### src/rtl/tmr16_pkg.sv
package tmr16_pkg;
  typedef struct packed {
    logic [1:0] ps;
    logic       osc_en;
    logic       sync_n;
    logic       ext_sel;
    logic       run;
  } tmr_ctrl_t;
endpackage

### src/rtl/tmr16_src_sel.sv
module tmr16_src_sel #(
  parameter int SYNC_STAGES = 2
) (
  input  logic clk_i,
  input  logic rst_ni,
  input  logic tick_i,
  input  logic ext_clk_i,
  input  logic ext_sel_i,
  input  logic sync_n_i,
  input  logic run_i,
  output logic evt_o
);
  logic [SYNC_STAGES-1:0] sh_q;
  logic prev_q, chosen, edge_hit;

  generate
    if (SYNC_STAGES == 1) begin : g_one
      always_ff @(posedge clk_i or negedge rst_ni)
        if (!rst_ni) sh_q <= '0;
        else         sh_q <= ext_clk_i;
    end else begin : g_many
      always_ff @(posedge clk_i or negedge rst_ni)
        if (!rst_ni) sh_q <= '0;
        else         sh_q <= {sh_q[SYNC_STAGES-2:0], ext_clk_i};
    end
  endgenerate

  assign chosen = sync_n_i ? sh_q[0] : sh_q[SYNC_STAGES-1];

  always_ff @(posedge clk_i or negedge rst_ni)
    if (!rst_ni) prev_q <= 1'b0;
    else         prev_q <= chosen;

  assign edge_hit = chosen & ~prev_q;
  assign evt_o    = run_i & (ext_sel_i ? edge_hit : tick_i);
endmodule

### src/rtl/tmr16_prescale.sv
module tmr16_prescale #(
  parameter int PS_W = 2
) (
  input  logic            clk_i,
  input  logic            rst_ni,
  input  logic            clr_i,
  input  logic            inc_i,
  input  logic [PS_W-1:0] sel_i,
  output logic            fire_o
);
  localparam int PC_W = (1 << PS_W) - 1;
  logic [PC_W-1:0] pc_q, mask;

  assign mask   = PC_W'((1 << sel_i) - 1);
  assign fire_o = inc_i & ((pc_q & mask) == mask);

  always_ff @(posedge clk_i or negedge rst_ni)
    if (!rst_ni)     pc_q <= '0;
    else if (clr_i)  pc_q <= '0;
    else if (fire_o) pc_q <= '0;
    else if (inc_i)  pc_q <= pc_q + 1'b1;
endmodule

### src/rtl/tmr16_counter.sv
module tmr16_counter #(
  parameter int CNT_W = 16,
  localparam int NB   = CNT_W / 8
) (
  input  logic             clk_i,
  input  logic             clr_i,
  input  logic [NB-1:0]    wr_byte_i,
  input  logic [7:0]       wdata_i,
  input  logic             inc_i,
  output logic [CNT_W-1:0] count_o,
  output logic             wrap_o
);
  logic [CNT_W-1:0] cnt_q, cnt_d;

  always_comb begin
    cnt_d  = cnt_q;
    wrap_o = 1'b0;
    if (clr_i) begin
      cnt_d = '0;
    end else if (|wr_byte_i) begin
      for (int b = 0; b < NB; b++)
        if (wr_byte_i[b]) cnt_d[b*8 +: 8] = wdata_i;
    end else if (inc_i) begin
      cnt_d  = cnt_q + 1'b1;
      wrap_o = &cnt_q;
    end
  end

  // count survives every reset by design
  always_ff @(posedge clk_i) cnt_q <= cnt_d;

  assign count_o = cnt_q;
endmodule

### src/rtl/tmr16_unit.sv
module tmr16_unit #(
  parameter int CNT_W       = 16,
  parameter int PS_W        = 2,
  parameter int SYNC_STAGES = 2,
  parameter int ADDR_W      = 3,
  localparam int NB         = CNT_W / 8,
  localparam int A_CTRL     = NB,
  localparam int A_FLAG     = NB + 1,
  localparam int A_IE       = NB + 2
) (
  input  logic              clk_i,
  input  logic              rst_ni,
  input  logic              warm_rst_i,
  input  logic              tick_i,
  input  logic              ext_clk_i,
  input  logic              evt_a_i,
  input  logic              evt_b_i,
  input  logic              wr_i,
  input  logic [ADDR_W-1:0] addr_i,
  input  logic [7:0]        wdata_i,
  output logic [7:0]        rdata_o,
  output logic              irq_o
);
  import tmr16_pkg::*;

  tmr_ctrl_t        ctrl_q;
  logic             flag_q, ie_q;
  logic [NB-1:0]    wr_byte;
  logic             cnt_wr, ctrl_wr, flag_wr, ie_wr, evt_clr;
  logic             src_evt, ps_fire, wrap;
  logic [CNT_W-1:0] count_q;

  generate
    for (genvar b = 0; b < NB; b++) begin : g_wr
      assign wr_byte[b] = wr_i && (addr_i == ADDR_W'(b));
    end
  endgenerate

  assign cnt_wr  = |wr_byte;
  assign ctrl_wr = wr_i && (addr_i == ADDR_W'(A_CTRL));
  assign flag_wr = wr_i && (addr_i == ADDR_W'(A_FLAG));
  assign ie_wr   = wr_i && (addr_i == ADDR_W'(A_IE));
  assign evt_clr = evt_a_i | evt_b_i;

  always_ff @(posedge clk_i or negedge rst_ni)
    if (!rst_ni)      ctrl_q <= '0;
    else if (ctrl_wr) ctrl_q <= tmr_ctrl_t'(wdata_i[5:0]);

  always_ff @(posedge clk_i or negedge rst_ni)
    if (!rst_ni)         flag_q <= 1'b0;
    else if (warm_rst_i) flag_q <= 1'b0;
    else if (wrap)       flag_q <= 1'b1;
    else if (flag_wr)    flag_q <= wdata_i[0];

  always_ff @(posedge clk_i or negedge rst_ni)
    if (!rst_ni)         ie_q <= 1'b0;
    else if (warm_rst_i) ie_q <= 1'b0;
    else if (ie_wr)      ie_q <= wdata_i[0];

  tmr16_src_sel #(.SYNC_STAGES(SYNC_STAGES)) u_src (
    .clk_i, .rst_ni, .tick_i, .ext_clk_i,
    .ext_sel_i(ctrl_q.ext_sel), .sync_n_i(ctrl_q.sync_n),
    .run_i(ctrl_q.run), .evt_o(src_evt)
  );

  tmr16_prescale #(.PS_W(PS_W)) u_ps (
    .clk_i, .rst_ni, .clr_i(cnt_wr), .inc_i(src_evt),
    .sel_i(ctrl_q.ps), .fire_o(ps_fire)
  );

  tmr16_counter #(.CNT_W(CNT_W)) u_cnt (
    .clk_i, .clr_i(evt_clr), .wr_byte_i(wr_byte), .wdata_i,
    .inc_i(ps_fire), .count_o(count_q), .wrap_o(wrap)
  );

  always_comb begin
    rdata_o = '0;
    for (int b = 0; b < NB; b++)
      if (addr_i == ADDR_W'(b)) rdata_o = count_q[b*8 +: 8];
    if (addr_i == ADDR_W'(A_CTRL)) rdata_o = {2'b00, ctrl_q};
    if (addr_i == ADDR_W'(A_FLAG)) rdata_o = {7'b0, flag_q};
    if (addr_i == ADDR_W'(A_IE))   rdata_o = {7'b0, ie_q};
  end

  assign irq_o = flag_q & ie_q;
endmodule

### config.mk
export PLATFORM = sky130hd
export DESIGN_NAME = tmr16_unit
export DESIGN_NICKNAME = d
export VERILOG_FILES = /design/src/rtl/tmr16_pkg.sv /design/src/rtl/tmr16_src_sel.sv /design/src/rtl/tmr16_prescale.sv /design/src/rtl/tmr16_counter.sv /design/src/rtl/tmr16_unit.sv
export SDC_FILE = /design/constraint.sdc
export NUM_CORES = 1
export LEC_CHECK = 0
export CORE_MARGIN = 3
export CORE_UTILIZATION = 23
export DETAILED_ROUTE_END_ITERATION = 10
export SLEW_MARGIN = 40
export SYNTH_ARGS = -nofsm -noshare
export SYNTH_HDL_FRONTEND = slang
export SYNTH_SLANG_ARGS = --single-unit
### constraint.sdc
create_clock -name clk_i -period 3 [get_ports clk_i]
set_input_delay 0.45 -clock clk_i [delete_from_list [all_inputs] [get_ports clk_i]]
set_output_delay 0.45 -clock clk_i [all_outputs]
set_load 0.01 [all_outputs]
==> run_summary.xml <==
<?xml version="1.0" encoding="UTF-8"?>
<metrics>
  <group name="routing">
    <metric name="firstDrtPassIters" unit="">5</metric>
    <metric name="highest_signal_layer_in_the_routed_design" unit="">met4</metric>
    <metric name="viasPerCell" unit="">5.33</metric>
    <metric name="detailedRoute.firstIterationViolations" unit="">109</metric>
    <metric name="finalWirelength" unit="um">5420</metric>
    <metric name="wl_met2" unit="um">2440</metric>
    <metric name="detail_route.wirelength.met1" unit="um">2670</metric>
    <metric name="vias" unit="">1918</metric>
    <metric name="dr_wl_met3" unit="um">262</metric>
    <metric name="ant_nets" unit="">0</metric>
    <metric name="route.detailed.drc" unit="">0</metric>
    <metric name="routedWlPerCell" unit="um">15.1</metric>
  </group>
  <group name="flow_run">
    <metric name="cap_viol_max_count" unit="">0</metric>
  </group>
  <group name="layout">
    <metric name="final_layout_size_suffix_gt1_frac" unit="">0.132</metric>
    <metric name="layout.cells.most_common_list" unit="">nand2_1 (30), clkdlybuf4s50_1 (27), a21oi_1 (23)</metric>
    <metric name="nets" unit="">278</metric>
    <metric name="area_growth" unit="%">29.1</metric>
    <metric name="finalInstanceArea" unit="um2">2450</metric>
    <metric name="stdcell_count" unit="">360</metric>
    <metric name="antenna-diode-count" unit="">0</metric>
    <metric name="final_common_cell" unit="">nand2_1</metric>
  </group>
  <group name="sta">
    <metric name="max_slew.worst_pin.slew" unit="ps">706</metric>
    <metric name="timing.final.crit_share" unit="">0.863</metric>
    <metric name="finalHoldWorstSlack" unit="ps">386</metric>
    <metric name="final.setup.tns" unit="ps">0</metric>
    <metric name="fin_worst_skew" unit="ps">11.5</metric>
    <metric name="hold_viol" unit="">0</metric>
    <metric name="slew_violations" unit="">0</metric>
    <metric name="setup_viol" unit="">0</metric>
    <metric name="slew_headroom" unit="">0.528</metric>
    <metric name="post_layout_min_period" unit="ps">2590</metric>
    <metric name="timing.fmax" unit="GHz">0.386</metric>
    <metric name="grt_setup_unrepaired" unit="">false</metric>
  </group>
  <group name="die">
    <metric name="die_width" unit="um">96.8</metric>
    <metric name="num_rows" unit="">32</metric>
    <metric name="die_h" unit="um">96.8</metric>
    <metric name="ios" unit="">28</metric>
    <metric name="initial_utilization" unit="">0.241</metric>
    <metric name="die_area" unit="um2">9360</metric>
    <metric name="floorplan.core_area" unit="um2">7850</metric>
  </group>
  <group name="synthesis">
    <metric name="synth.net_count" unit="">246</metric>
    <metric name="synth.mux.area_fraction" unit="">0.106</metric>
    <metric name="synth.top_cells.by_area" unit="">dfrtp_1 (18%), dfxtp_1 (17%), a21oi_1 (6.1%)</metric>
    <metric name="synth_xor_xnor_area_share" unit="">0</metric>
    <metric name="post_synth_inst_count" unit="">225</metric>
    <metric name="synth-adder-area-share" unit="">0.0132</metric>
    <metric name="yosysTopAreaCell" unit="">dfrtp_1</metric>
    <metric name="synth-seq-cells" unit="">30</metric>
    <metric name="synthDominantCellAreaShare" unit="">0.185</metric>
    <metric name="synthDistinctLibCells" unit="">50</metric>
    <metric name="synth_cell_area" unit="um2">1890</metric>
    <metric name="postSynth.asyncResetShare" unit="">0.467</metric>
    <metric name="synth_top_family_by_area" unit="">compound AO/OA/AOI/OAI gates</metric>
    <metric name="synth-seq-area-share" unit="">0.354</metric>
    <metric name="mean_area_per_synthesized_cell" unit="um2">8.42</metric>
    <metric name="synth_edf_count" unit="">0</metric>
    <metric name="ys_warn_count" unit="">0</metric>
    <metric name="yosys_most_used_dff" unit="">dfxtp_1</metric>
    <metric name="synth_compound_area_frac" unit="">0.252</metric>
    <metric name="synth_simple_gate_area_frac" unit="">0.238</metric>
  </group>
  <group name="power">
    <metric name="max-vdd-ir-drop" unit="mV">0.155</metric>
    <metric name="leakage" unit="nW">0.881</metric>
    <metric name="power_density" unit="nW/um2">461</metric>
  </group>
  <group name="cts">
    <metric name="postCtsSetupRepairBufs" unit="">0</metric>
    <metric name="cts-hold-fix-buffers" unit="">0</metric>
    <metric name="clock_tree_root_buffer_cell" unit="">clkbuf_8</metric>
    <metric name="cts.htree.levels" unit="">2</metric>
    <metric name="cts-root-to-sink-buffers" unit="">2</metric>
    <metric name="ctsResizeCount" unit="">0</metric>
    <metric name="numCtsBuffers" unit="">5</metric>
    <metric name="clk_transition_reported_paths" unit="ps">60</metric>
    <metric name="clock_insertion_delay_worst_skew" unit="ps">300</metric>
    <metric name="tritoncts" unit="">yes</metric>
    <metric name="clock_sinks" unit="">30</metric>
  </group>
  <group name="place">
    <metric name="portBuffers" unit="">27</metric>
    <metric name="detailed_place_hpwl" unit="um">4020</metric>
    <metric name="weighted_congestion_at_the_end_of_routability_driven_global_placement" unit="">0.784</metric>
    <metric name="placed_insts" unit="">352</metric>
    <metric name="post_dp_cell_area" unit="um2">2340</metric>
  </group>
  <group name="global_route">
    <metric name="grt_start_max_net_pins" unit="">25</metric>
    <metric name="grt_antenna_before_repair" unit="">0</metric>
    <metric name="grt_pass1_wl" unit="um">8940</metric>
    <metric name="via_count_of_the_first_global_routing_pass" unit="">1733</metric>
    <metric name="grt_use_total" unit="">0.116</metric>
    <metric name="global_route.overflow_total" unit="">0</metric>
  </group>
  <group name="critical_path">
    <metric name="worst_ep_arrival_time" unit="ps">2140</metric>
    <metric name="regToRegSetupSlack" unit="ps">980</metric>
    <metric name="cp_max_fo" unit="">4</metric>
    <metric name="worst_ep_required_time" unit="ps">2550</metric>
    <metric name="timing.critical_path.from_type" unit="">input pin</metric>
    <metric name="setup.worst_path.class" unit="">input pin to primary output</metric>
    <metric name="critPathCaptureType" unit="">primary output</metric>
  </group>
  <group name="status">
    <metric name="outcome" unit="">finished, final reports clean</metric>
  </group>
  <group name="min_path">
    <metric name="timing.hold.worst.class" unit="">flop to flop</metric>
  </group>
</metrics>
## critical path, cell delays in order
cell and delay (ps):
clkdlybuf4s50_1 570, mux4_2 520, inv_1 60, o21ai_0 60
clkdlybuf4s50_1 480
## path summary, 6_finish.rpt
| check | startpoint | endpoint | cells past startpoint |
|---|---|---|---|
| min in group asynchronous | rst_ni | u_ps.pc_q[1] | 1 |
| min reg2reg | u_src.sh_q[0] | u_src.sh_q[1] | 0 |
| min | u_src.sh_q[0] | u_src.sh_q[1] | 0 |
| max reg2reg | u_cnt.count_o[0] | flag_q | 5 |
| max | addr_i[0] | rdata_o[0] | 5 |
| max in group asynchronous | rst_ni | ctrl_q[2] | 1 |
## report_power, final
| part | total [mW] | internal [mW] | leakage [nW] | switching, mW |
|---|---|---|---|---|
| combinational | 0.255 | 0.120 | 0.519 | 0.135 |
| clock | 0.398 | 0.232 | 0.0575 | 0.167 |
| sequential | 0.473 | 0.439 | 0.304 | 0.0335 |
## metrics by stage
step / util / power (mW) / worst slack (ps)
after CTS: 0.312 / 1.13 / 395
after detailed placement: 0.298 / 0.735 / 404
final: 0.312 / 1.13 / 410
after global placement: 0.298 / 0.731 / 426
after global routing: 0.312 / 1.18 / 290
after floorplan: - / 0.639 / 1240
## cell usage after synthesis (2+ instances only)
library cell and n:
mux2_2 6, nand2_1 30, nand3_1 6, and2_1 4
o22ai_1 3, inv_1 5, nor2b_1 2, o21ai_1 2
o21ai_0 9, and4_1 2, mux2i_1 11, a31oi_1 3
nand4_1 4, dfrtp_1 14, dfxtp_1 16, clkbuf_1 11
o21a_1 2, a21oi_1 23, buf_2 2, nor2_1 20
nor3_1 7, o32ai_1 5, o31a_1 3, ha_1 2
o31ai_1 4, or2_2 2, o41ai_1 2, nand3b_1 3
## state kept, by name (all words and copies together) (netlist names)
register       flops
ctrl_q             6
flag_q             1
ie_q               1
u_cnt.count_o     16
u_ps.pc_q          3
u_src.prev_q       1
u_src.sh_q         2
## cell families after synthesis
kind of cell,after synthesis
AO/OA/AOI/OAI,69
AND/OR/NAND/NOR,88
adder cells (fa/ha/maj),2
multiplexers,18
flip-flops,30
buffers and inverters,18
## layer usage
| layer | track usage | up-vias |
|---|---|---|
| met5 | 0 | - |
| li1 | - | 910 |
| met2 | 0.172 | 54 |
| met1 | 0.166 | 948 |
| met3 | 0.0296 | 6 |
| met4 | 0.0324 | 0 |
## layout make-up
type | instances | area, um2
fill | 851 | 5400
multi-input combinational | 177 | 1150
sequential | 30 | 671
timing repair buffer | 38 | 365
tap | 102 | 128
clock buffer | 8 | 110
inverter | 5 | 18.8
(Power assumes the default switching activity.)
